<file path="config.mk">
export PLATFORM = sky130hd
export DESIGN_NAME = vic_top
export DESIGN_NICKNAME = d
export VERILOG_FILES = /design/src/rtl/vic_pkg.sv /design/src/rtl/vic_ctrl.sv /design/src/rtl/vic_datapath.sv /design/src/rtl/vic_top.sv
export SDC_FILE = /design/constraint.sdc
export NUM_CORES = 1
export LEC_CHECK = 0
export BUFFER_PORTS_ARGS = -buffer_cell sky130_fd_sc_hd__buf_2
export CAP_MARGIN = 20
export CORE_ASPECT_RATIO = 0.75
export CORE_MARGIN = 2
export CORE_UTILIZATION = 34
export CTS_CLUSTER_DIAMETER = 100
export CTS_CLUSTER_SIZE = 30
export DETAILED_ROUTE_END_ITERATION = 8
export PLACE_DENSITY = 0.59
export SYNTH_ARGS = -nofsm -noshare
export SYNTH_HDL_FRONTEND = slang
export SYNTH_HIERARCHICAL = 1
export SYNTH_SLANG_ARGS = --single-unit
</file>
<file path="constraint.sdc">
create_clock -name clk -period 3.1 [get_ports clk]
set_clock_uncertainty 0.15 [all_clocks]
set_input_delay 0.775 -clock clk [delete_from_list [all_inputs] [get_ports clk]]
set_output_delay 0.775 -clock clk [all_outputs]
set_load 0.02 [all_outputs]
</file>
<file path="src/rtl/vic_pkg.sv">
package vic_pkg;

  localparam int REG_W = 16;

  typedef enum logic [1:0] {
    SZ_BYTE = 2'b00,
    SZ_HALF = 2'b01,
    SZ_WORD = 2'b10,
    SZ_HALF_ALT = 2'b11
  } accSize_e;

  typedef enum logic [1:0] {
    SEL_NONE = 2'b00,
    SEL_VEC  = 2'b01,
    SEL_MASK = 2'b10
  } regSel_e;

  typedef struct packed {
    logic [1:0]       maskBe;
    logic [REG_W-1:0] maskData;
    regSel_e          rdLo;
    regSel_e          rdHi;
    logic             rdByte;
    logic             rdByteHi;
  } vicStrobe_t;

endpackage

</file>
<file path="src/rtl/vic_ctrl.sv">
module vic_ctrl
  import vic_pkg::*;
#(
  parameter int ADDR_W = 12,
  parameter logic [ADDR_W-1:0] VEC_OFF  = 'h0,
  parameter logic [ADDR_W-1:0] MASK_OFF = 'h2
) (
  input  logic              clk,
  input  logic              rstN,
  input  logic [ADDR_W-1:0] busAddr,
  input  logic [1:0]        busSize,
  input  logic              busWr,
  input  logic [31:0]       busWdata,
  output vicStrobe_t        strobe
);

  logic [ADDR_W-1:0] halfAddr;
  logic [ADDR_W-1:0] upperAddr;
  regSel_e           loSel;
  regSel_e           hiSel;
  accSize_e          accSize;

  function automatic regSel_e selOf(input logic [ADDR_W-1:0] a);
    if (a == VEC_OFF)       return SEL_VEC;
    else if (a == MASK_OFF) return SEL_MASK;
    else                    return SEL_NONE;
  endfunction

  assign accSize   = accSize_e'(busSize);
  assign halfAddr  = {busAddr[ADDR_W-1:1], 1'b0};
  assign upperAddr = halfAddr + ADDR_W'(2);
  assign loSel     = selOf(halfAddr);
  assign hiSel     = selOf(upperAddr);

  always_comb begin
    strobe = '0;
    strobe.rdLo = loSel;
    case (accSize)
      SZ_BYTE: begin
        strobe.rdByte   = 1'b1;
        strobe.rdByteHi = busAddr[0];
        if (busWr && loSel == SEL_MASK) begin
          strobe.maskBe   = busAddr[0] ? 2'b10 : 2'b01;
          strobe.maskData = {busWdata[7:0], busWdata[7:0]};
        end
      end
      SZ_WORD: begin
        strobe.rdHi = hiSel;
        if (busWr && loSel == SEL_MASK) begin
          strobe.maskBe   = 2'b11;
          strobe.maskData = busWdata[15:0];
        end else if (busWr && hiSel == SEL_MASK) begin
          strobe.maskBe   = 2'b11;
          strobe.maskData = busWdata[31:16];
        end
      end
      default: begin
        if (busWr && loSel == SEL_MASK) begin
          strobe.maskBe   = 2'b11;
          strobe.maskData = busWdata[15:0];
        end
      end
    endcase
  end


  vec_write_no_strobe_chk: assert property (@(posedge clk) disable iff (!rstN)
    (busWr && accSize != SZ_WORD && halfAddr == VEC_OFF) |-> (strobe.maskBe == 2'b00));


  byte_single_lane_chk: assert property (@(posedge clk) disable iff (!rstN)
    (accSize == SZ_BYTE) |-> ($countones(strobe.maskBe) <= 1));


  unmapped_no_strobe_chk: assert property (@(posedge clk) disable iff (!rstN)
    (halfAddr != VEC_OFF && halfAddr != MASK_OFF && accSize != SZ_WORD)
      |-> (strobe.maskBe == 2'b00));

endmodule

</file>
<file path="src/rtl/vic_datapath.sv">
module vic_datapath
  import vic_pkg::*;
#(
  parameter int NUM_SRC = 16,
  parameter logic [REG_W-1:0] MASK_RST = 16'h0010
) (
  input  logic               clk,
  input  logic               rstN,
  input  logic [NUM_SRC-1:0] irqIn,
  input  vicStrobe_t         strobe,
  output logic [31:0]        rdData,
  output logic               irqOut
);

  localparam int IDX_W   = $clog2(NUM_SRC + 1);
  localparam int N_BYTES = REG_W / 8;

  logic [NUM_SRC-1:0] srcReg;
  logic [7:0]         maskByte [N_BYTES];
  logic [REG_W-1:0]   maskReg;
  logic [NUM_SRC-1:0] pending;
  logic [IDX_W-1:0]   winIdx;
  logic               winHit;
  logic [REG_W-1:0]   vecVal;
  logic [REG_W-1:0]   loHalf;
  logic [REG_W-1:0]   hiHalf;

  always_ff @(posedge clk) begin
    if (!rstN) srcReg <= '0;
    else       srcReg <= irqIn;
  end

  for (genvar b = 0; b < N_BYTES; b++) begin : g_maskLane
    always_ff @(posedge clk) begin
      if (!rstN)                maskByte[b] <= MASK_RST[8*b +: 8];
      else if (strobe.maskBe[b]) maskByte[b] <= strobe.maskData[8*b +: 8];
    end
    assign maskReg[8*b +: 8] = maskByte[b];
  end

  assign pending = srcReg & maskReg[NUM_SRC-1:0];
  assign irqOut  = |pending;

  always_comb begin
    winIdx = '0;
    winHit = 1'b0;
    for (int i = NUM_SRC - 1; i >= 0; i--) begin
      if (pending[i]) begin
        winIdx = IDX_W'(i);
        winHit = 1'b1;
      end
    end
  end

  assign vecVal = winHit ? (REG_W'(winIdx) + REG_W'(1)) << 2 : '0;

  function automatic logic [REG_W-1:0] halfOf(input regSel_e sel,
                                              input logic [REG_W-1:0] vec,
                                              input logic [REG_W-1:0] msk);
    case (sel)
      SEL_VEC:  return vec;
      SEL_MASK: return msk;
      default:  return '0;
    endcase
  endfunction

  assign loHalf = halfOf(strobe.rdLo, vecVal, maskReg);
  assign hiHalf = halfOf(strobe.rdHi, vecVal, maskReg);

  always_comb begin
    if (strobe.rdByte)
      rdData = {24'b0, strobe.rdByteHi ? loHalf[15:8] : loHalf[7:0]};
    else
      rdData = {hiHalf, loHalf};
  end

  // checker logic
  logic [REG_W-1:0]   vecIdx;
  logic [NUM_SRC-1:0] belowWin;
  assign vecIdx = (vecVal >> 2) - REG_W'(1);
  always_comb begin
    for (int i = 0; i < NUM_SRC; i++) belowWin[i] = (REG_W'(i) < vecIdx);
  end


  src_tracks_input_chk: assert property (@(posedge clk) disable iff (!rstN)
    $past(rstN) |-> (srcReg == $past(irqIn)));


  out_matches_vector_chk: assert property (@(posedge clk) disable iff (!rstN)
    irqOut == (vecVal != '0));


  vector_is_pending_chk: assert property (@(posedge clk) disable iff (!rstN)
    (vecVal != '0) |-> (srcReg[vecIdx[IDX_W-1:0]] && maskReg[vecIdx[IDX_W-1:0]]
                        && vecVal[1:0] == 2'b00));


  lowest_wins_chk: assert property (@(posedge clk) disable iff (!rstN)
    (vecVal != '0) |-> ((srcReg & maskReg[NUM_SRC-1:0] & belowWin) == '0));


  mask_hold_chk: assert property (@(posedge clk) disable iff (!rstN)
    (strobe.maskBe == 2'b00) |=> $stable(maskReg));

endmodule

</file>
<file path="src/rtl/vic_top.sv">
module vic_top
  import vic_pkg::*;
#(
  parameter int NUM_SRC = 16,
  parameter int ADDR_W  = 12
) (
  input  logic               clk,
  input  logic               rstN,
  input  logic [NUM_SRC-1:0] irqIn,
  input  logic [ADDR_W-1:0]  busAddr,
  input  logic [1:0]         busSize,
  input  logic               busWr,
  input  logic [31:0]        busWdata,
  output logic [31:0]        busRdata,
  output logic               irqOut
);

  vicStrobe_t strobe;

  vic_ctrl #(
    .ADDR_W(ADDR_W)
  ) u_ctrl (
    .clk(clk),
    .rstN(rstN),
    .busAddr(busAddr),
    .busSize(busSize),
    .busWr(busWr),
    .busWdata(busWdata),
    .strobe(strobe)
  );

  vic_datapath #(
    .NUM_SRC(NUM_SRC)
  ) u_dp (
    .clk(clk),
    .rstN(rstN),
    .irqIn(irqIn),
    .strobe(strobe),
    .rdData(busRdata),
    .irqOut(irqOut)
  );

endmodule

</file>
==> impl_results.md, run 1 <==
* Post-Syn Nets at 358
* Crit path DAT at 2.47 ns
* Count of buffers from port buffering at 97
* Area Growth Syn to Fin at 71.68%
* Sequential share of power at 42.7%
* Pre-antenna DRT Iters at 4
* Ant diodes at 0
* Clock root buffer: clkbuf_8
* Vias per cell at 5.299
* Final period utilization at 109.6%
* Total power at 1.144 mW
* Worst slew margin at 70.54%
* Average wire per standard cell at 16.08 um
* Pins Over Slew Limit at 0
* Synth cell count leaders: and2_1 (36), nand2_1 (33), nor2_1 (19)
* Synth Instances at 288
* Slew @ Worst Pin at 0.4410 ns
* Setup violators final at 32
* CTS Buffer Depth at 2
* Die Y at 76.61 um
* Filler instances at 590
* TritonCTS clock tree: built
* Critical Path End Type: primary output
* Synth async-reset ratio at 0%
* Largest net degree at the start of global routing at 35
* Detail Placement HPWL at 6.197 mm
* Synth top area share at 20.10%
* Maximum vdd drop at 238.4 uV
* Outcome: finished with violations
* Hold_buf cts at 0
* Power per Cell Area at 278.9 mW/mm2
* Clk sinks at 32
* Synth top area cells: edfxtp_1 (20%), dfxtp_1 (13%), and2_1 (9.4%)
* Nets at 500
* P_int at 0.8411 mW
* Initial antenna violation count at 0
* Max layer used: met4
* CP Max Fanout at 3
* Final hold vios at 0
* Setup_tns at -5.279 ns
* RSZ-0062 raised after global routing: true
* Core area at 0.006799 mm2
* Vias at 2729
* Vias in the first global route at 2591
* Synthesized flop and latch total at 32
* Core Rows at 26
* Metal3 WL at 553 um
* FF+latch area at 800.8 um2
* Remaining antenna violation count at 0
* EDFF count, synth at 16
* Global Route Usage Sum at 20.32%
* Ports at 98
* Final weighted congestion in routability-driven placement at 0.9160
* Initial DRC count at 130
* Critical Path Start Type: flip-flop
* Routed wl met2 at 3.823 mm
* Average cell area after synthesis at 8.298 um2
* Fmax at 294.3 MHz
* Failing checks: negative setup slack
* Ys Warns at 6
* First-pass GRT wire length at 12.43 mm
* Final WS setup at -0.2976 ns
* Critical Path RT at 2.17 ns
* Part of the Yosys area used for sequential elements at 33.51%
* Die X at 100.8 um
* Routed WL at 8.282 mm
* Synth cell types at 50
* Comb power frac at 24.1%
* H-tree depth at 2
* M1 WL at 3.841 mm
* Synth Cell Area at 0.002390 mm2
* Sw frac at 26.49%
* Max-cap violations at 0
* Top FF cell, synth: edfxtp_1
* DRC Markers at 0
* Share of post-route cells with drive strength above 1 at 56.15%
* Initial Utilization at 35.15%
* Psw at 0.3031 mW
* Hold Crit Class: input pin to flip-flop
* Clock power share at 33.2%
* Multi-input logic area at 0.001984 mm2
* Total die area at 0.007722 mm2
* Top cell type by total area after synthesis: edfxtp_1
* Setup Crit Path Kind: flip-flop to primary output
* Most common cell in the synthesized netlist: and2_1
* CTS Buf Count at 5
* Clock transition at the registers of the reported paths at 0.06 ns
* GR Overflow Total at 0
* Leak at 1.792 nW
* Crit path time final at 3.398 ns
-- power groups by stage --
stage / logic (mW) / clock network (mW) / registers (mW)
2_1_floorplan: 0.107 / 0 / 0.490
3_3_place_gp: 0.215 / 0 / 0.495
3_5_place_dp: 0.216 / 0 / 0.495
4_1_cts: 0.248 / 0.390 / 0.486
5_1_grt: 0.297 / 0.408 / 0.490
6_report: 0.276 / 0.380 / 0.488
-- registers in the layout, summed over array words and instances, names as in the netlist --
signal,flops
u_dp/maskByte,16
u_dp/srcReg,16
-- critical path, cell delays in order, from the launching register on --
cell and delay, ns:
edfxtp_1 0.45, a22o_4 0.31, a31oi_4 0.18, o31ai_4 0.11, buf_4 0.14, buf_4 0.12, or4b_4 0.54, a31oi_4 0.19
buf_6 0.14
-- metrics by stage --
stage / instances / util [%] / worst slack [ns] / instance area (um2) / hold WS, ns
2_1_floorplan: 288 / - / -0.1769 / 2549 / 0.7523
3_3_place_gp: 497 / 49.45 / -0.3824 / 3362 / 0.8320
3_5_place_dp: 497 / 49.45 / -0.4313 / 3362 / 0.8348
4_1_cts: 514 / 57.40 / -0.3168 / 3902 / 0.5383
5_1_grt: 515 / 60.34 / -0.3754 / 4103 / 0.5429
6_report: 515 / 60.34 / -0.2976 / 4103 / 0.5442
-- layer usage --
layer | track usage (%) | vias to the layer above
li1 | - | 1344
met1 | 29.11 | 1278
met2 | 31.67 | 99
met3 | 3.853 | 8
met4 | 4.247 | 0
met5 | 0 | -
-- layout make-up --
class / count / area share, %
multi-input combinational: 235 / 48.37
clock buffer: 6 / 1.769
clock inverter: 2 / 0.8539
tap: 84 / 2.562
inverter: 7 / 0.6404
timing repair buffer: 149 / 26.29
sequential: 32 / 19.52
-- placed cells by master, fill, tap and decap left out, types with 12 or more instances in the layout --
cell type	netlist	final
buf_2	3	67
and2_4	0	12
edfxtp_1	16	16
and3b_1	16	16
buf_6	1	32
dfxtp_1	16	16
nor2_1	19	12
nand2_1	33	29
and3_1	17	17
and2_1	36	17
buf_4	1	49
-- cell families after synthesis --
group,after synthesis,synth area share [%]
AND/OR/NAND/NOR,156,37.12
AO/OA/AOI/OAI,73,22.41
XOR/XNOR,1,0.3666
flip-flops,32,33.51
buffers and inverters,21,3.979
adder cells (fa/ha/maj),5,2.618
-- path summary, 6_finish.rpt --
kind / slack (ns) / from / depth (start not counted) / to
setup / recovery: -0.30 / u_dp/maskByte[1][0]$_SDFFCE_PN0P_ / 8 / busRdata[5]
hold / removal: 0.54 / irqIn[4] / 2 / u_dp/srcReg[4]$_SDFF_PN0_
-- repair_timing --
action,CTS,global route
gates cloned,1,0
buffers inserted,8,1
endpoints found under the setup margin,32,32
pin swaps,26,13
gates resized for setup,98,41
Note: power is estimated with default switching activity, not from simulation.
==> run 2: changes to the inputs <==
--- a/config.mk
+++ b/config.mk
@@ -5,6 +5,7 @@
 export SDC_FILE = /design/constraint.sdc
 export NUM_CORES = 1
 export LEC_CHECK = 0
+export ABC_AREA = 0
 export BUFFER_PORTS_ARGS = -buffer_cell sky130_fd_sc_hd__buf_2
 export CAP_MARGIN = 20
 export CORE_ASPECT_RATIO = 0.75
@@ -13,6 +14,7 @@
 export CTS_CLUSTER_DIAMETER = 100
 export CTS_CLUSTER_SIZE = 30
 export DETAILED_ROUTE_END_ITERATION = 8
+export GPL_TIMING_DRIVEN = 0
 export PLACE_DENSITY = 0.59
 export SYNTH_ARGS = -nofsm -noshare
 export SYNTH_HDL_FRONTEND = slang
==> run 2 against run 1 <==
Against the previous run:
- the flow still finishes with violations (negative setup slack)
- non-clock buffer count decreased by 6
- hold slack improved by 0.0067 ns
- die area unchanged
- combinational power decreased by 7%
- critical path depth increased by 3
- first-iteration DRC count increased by 25%
- design area decreased by 2.9%
- highest routed layer unchanged
- cell count decreased by 1.2%
- via count increased by 1.9%
==> impl_results.md, run 2 (synthesized netlist as in run 1, its figures left out) <==
* Outcome: finished with violations
* Failing checks: negative setup slack
* Clock power share at 28.3%
* Filler instances at 613
* Remaining antenna violation count at 0
* Non-Filler Instances at 509
* H-tree depth at 2
* Leak at 1.735 nW
* DRC Markers at 0
* Routed WL at 8.491 mm
* Initial DRC count at 162
* Comb power frac at 24.7%
* Share of post-route cells with drive strength above 1 at 52.47%
* Largest net degree at the start of global routing at 11
* Worst slew margin at 39.47%
* Die Y at 76.61 um
* Pins Over Slew Limit at 0
* Maximum vdd drop at 264.8 uV
* Sw frac at 28.29%
* Psw at 0.2947 mW
* Max-cap violations at 0
* Detail Placement HPWL at 6.137 mm
* CP Max Fanout at 3
* Power per Cell Area at 261.4 mW/mm2
* Final hold vios at 0
* Ports at 98
* Total die area at 0.007722 mm2
* Vias per cell at 5.466
* Hold Crit Class: input pin to flip-flop
* TritonCTS clock tree: built
* Setup violators final at 32
* Total power at 1.042 mW
* Pre-antenna DRT Iters at 5
* Die X at 100.8 um
* Clk sinks at 32
* Crit path time final at 3.447 ns
* RSZ-0062 raised after global routing: true
* Final weighted congestion in routability-driven placement at 0.9591
* Most common cell after layout, fill and taps aside: buf_2
* Critical Path End Type: primary output
* Count of buffers from port buffering at 97
* Place WS at -0.5840 ns
* Slew @ Worst Pin at 0.9025 ns
* Final period utilization at 111.2%
* CTS Buf Count at 5
* Sequential share of power at 47.0%
* Initial antenna violation count at 0
* Global Route Usage Sum at 20.73%
* Crit path DAT at 2.52 ns
* P_int at 0.7468 mW
* GR Overflow Total at 0
* Clock transition at the registers of the reported paths at 0.06 ns
* Final WS setup at -0.3471 ns
* Ant diodes at 0
* Core Rows at 26
* Commonest cells after routing, fill and taps aside: buf_2 (64), buf_4 (44), nand2_1 (30), buf_6 (25), and2_1 (19)
* Setup Crit Path Kind: input pin to primary output
* Core area at 0.006799 mm2
* Critical Path Start Type: input pin
* Hold_buf cts at 0
* CTS Buffer Depth at 2
* Area Growth Syn to Fin at 66.75%
* First-pass GRT wire length at 12.63 mm
* Clock root buffer: clkbuf_8
* Biggest regs: u_dp/maskByte x16, u_dp/srcReg x16
* Nets at 494
* Vias in the first global route at 2606
* Post-Place Cells at 469
* Initial Utilization at 35.15%
* Average wire per standard cell at 16.68 um
* Vias at 2782
* Fmax at 290.1 MHz
* Critical Path RT at 2.17 ns
## run 2: cell count changes in the layout (fill, tap and decap cells not counted), sizes merged
cell / change
buf: -12
bufinv: -1
clkbuf: +7
## run 2: power by group through the flow
| stage | Clock [mW] | Combinational (mW) | Sequential, mW |
|---|---|---|---|
| after CTS | 0.299 | 0.218 | 0.488 |
| after floorplan | 0 | 0.107 | 0.490 |
| after detailed placement | 0 | 0.179 | 0.505 |
| final | 0.295 | 0.257 | 0.490 |
| after global routing | 0.313 | 0.277 | 0.491 |
| after global placement | 0 | 0.179 | 0.504 |
## run 2: through the flow
| stage | TNS (ns) | utilization, % | instance area (um2) | hold slack, ns |
|---|---|---|---|---|
| finish | -6.623 | 58.61 | 3985 | 0.5509 |
| global route | -9.210 | 58.61 | 3985 | 0.5503 |
| CTS | -8.099 | 53.20 | 3617 | 0.5432 |
| detailed placement | -12.94 | 46.17 | 3139 | 0.8331 |
| global placement | -12.06 | 46.17 | 3139 | 0.8310 |
| floorplan | -1.582 | - | 2549 | 0.7523 |
## run 2: final timing paths
| path | from | to | slack [ns] | depth (start not counted) |
|---|---|---|---|---|
| worst max-delay path | busAddr[5] | busRdata[21] | -0.35 | 11 |
| worst min-delay path | irqIn[14] | u_dp/srcReg[14]$_SDFF_PN0_ | 0.55 | 2 |
## run 2: per-layer routing
| metal | up-vias | GRT usage, % | part of all wire (%) | wire (um) |
|---|---|---|---|---|
| met4 | 0 | 3.836 | 1.1 | 93 |
| met5 | - | 0 | 0 | 0 |
| met1 | 1299 | 30.17 | 46 | 3908 |
| met3 | 13 | 3.578 | 7.3 | 624 |
| li1 | 1334 | - | - | - |
| met2 | 136 | 32.27 | 46 | 3864 |
## run 2: final cells by class
| cell class | instances | area (um2) | area share [%] |
|---|---|---|---|
| Multi-Input combinational cell | 235 | 1943 | 48.76 |
| Timing Repair Buffer | 129 | 914.6 | 22.95 |
| Sequential cell | 32 | 800.8 | 20.09 |
| Buffer | 14 | 113.9 | 2.857 |
| Tap cell | 84 | 105.1 | 2.637 |
| Clock buffer | 7 | 76.32 | 1.915 |
| Inverter | 7 | 26.28 | 0.6593 |
| Clock inverter | 1 | 5.005 | 0.1256 |
## run 2: worst max-delay path, stage by stage
cell and delay [ns]:
buf_4 0.12, nor4_4 0.25, nand3_2 0.15, buf_6 0.15
nor3_4 0.15, ha_4 0.25, nor2_4 0.10, nand2_2 0.07
a211o_4 0.32, nand3_4 0.06, buf_6 0.11
## run 2: timing repair
item / 4_1_cts / 5_1_grt
cloned: 1 / 1
endpoints found under the setup margin: 32 / 32
pin swaps: 16 / 26
resized for setup: 52 / 84
setup buffers: 24 / 6
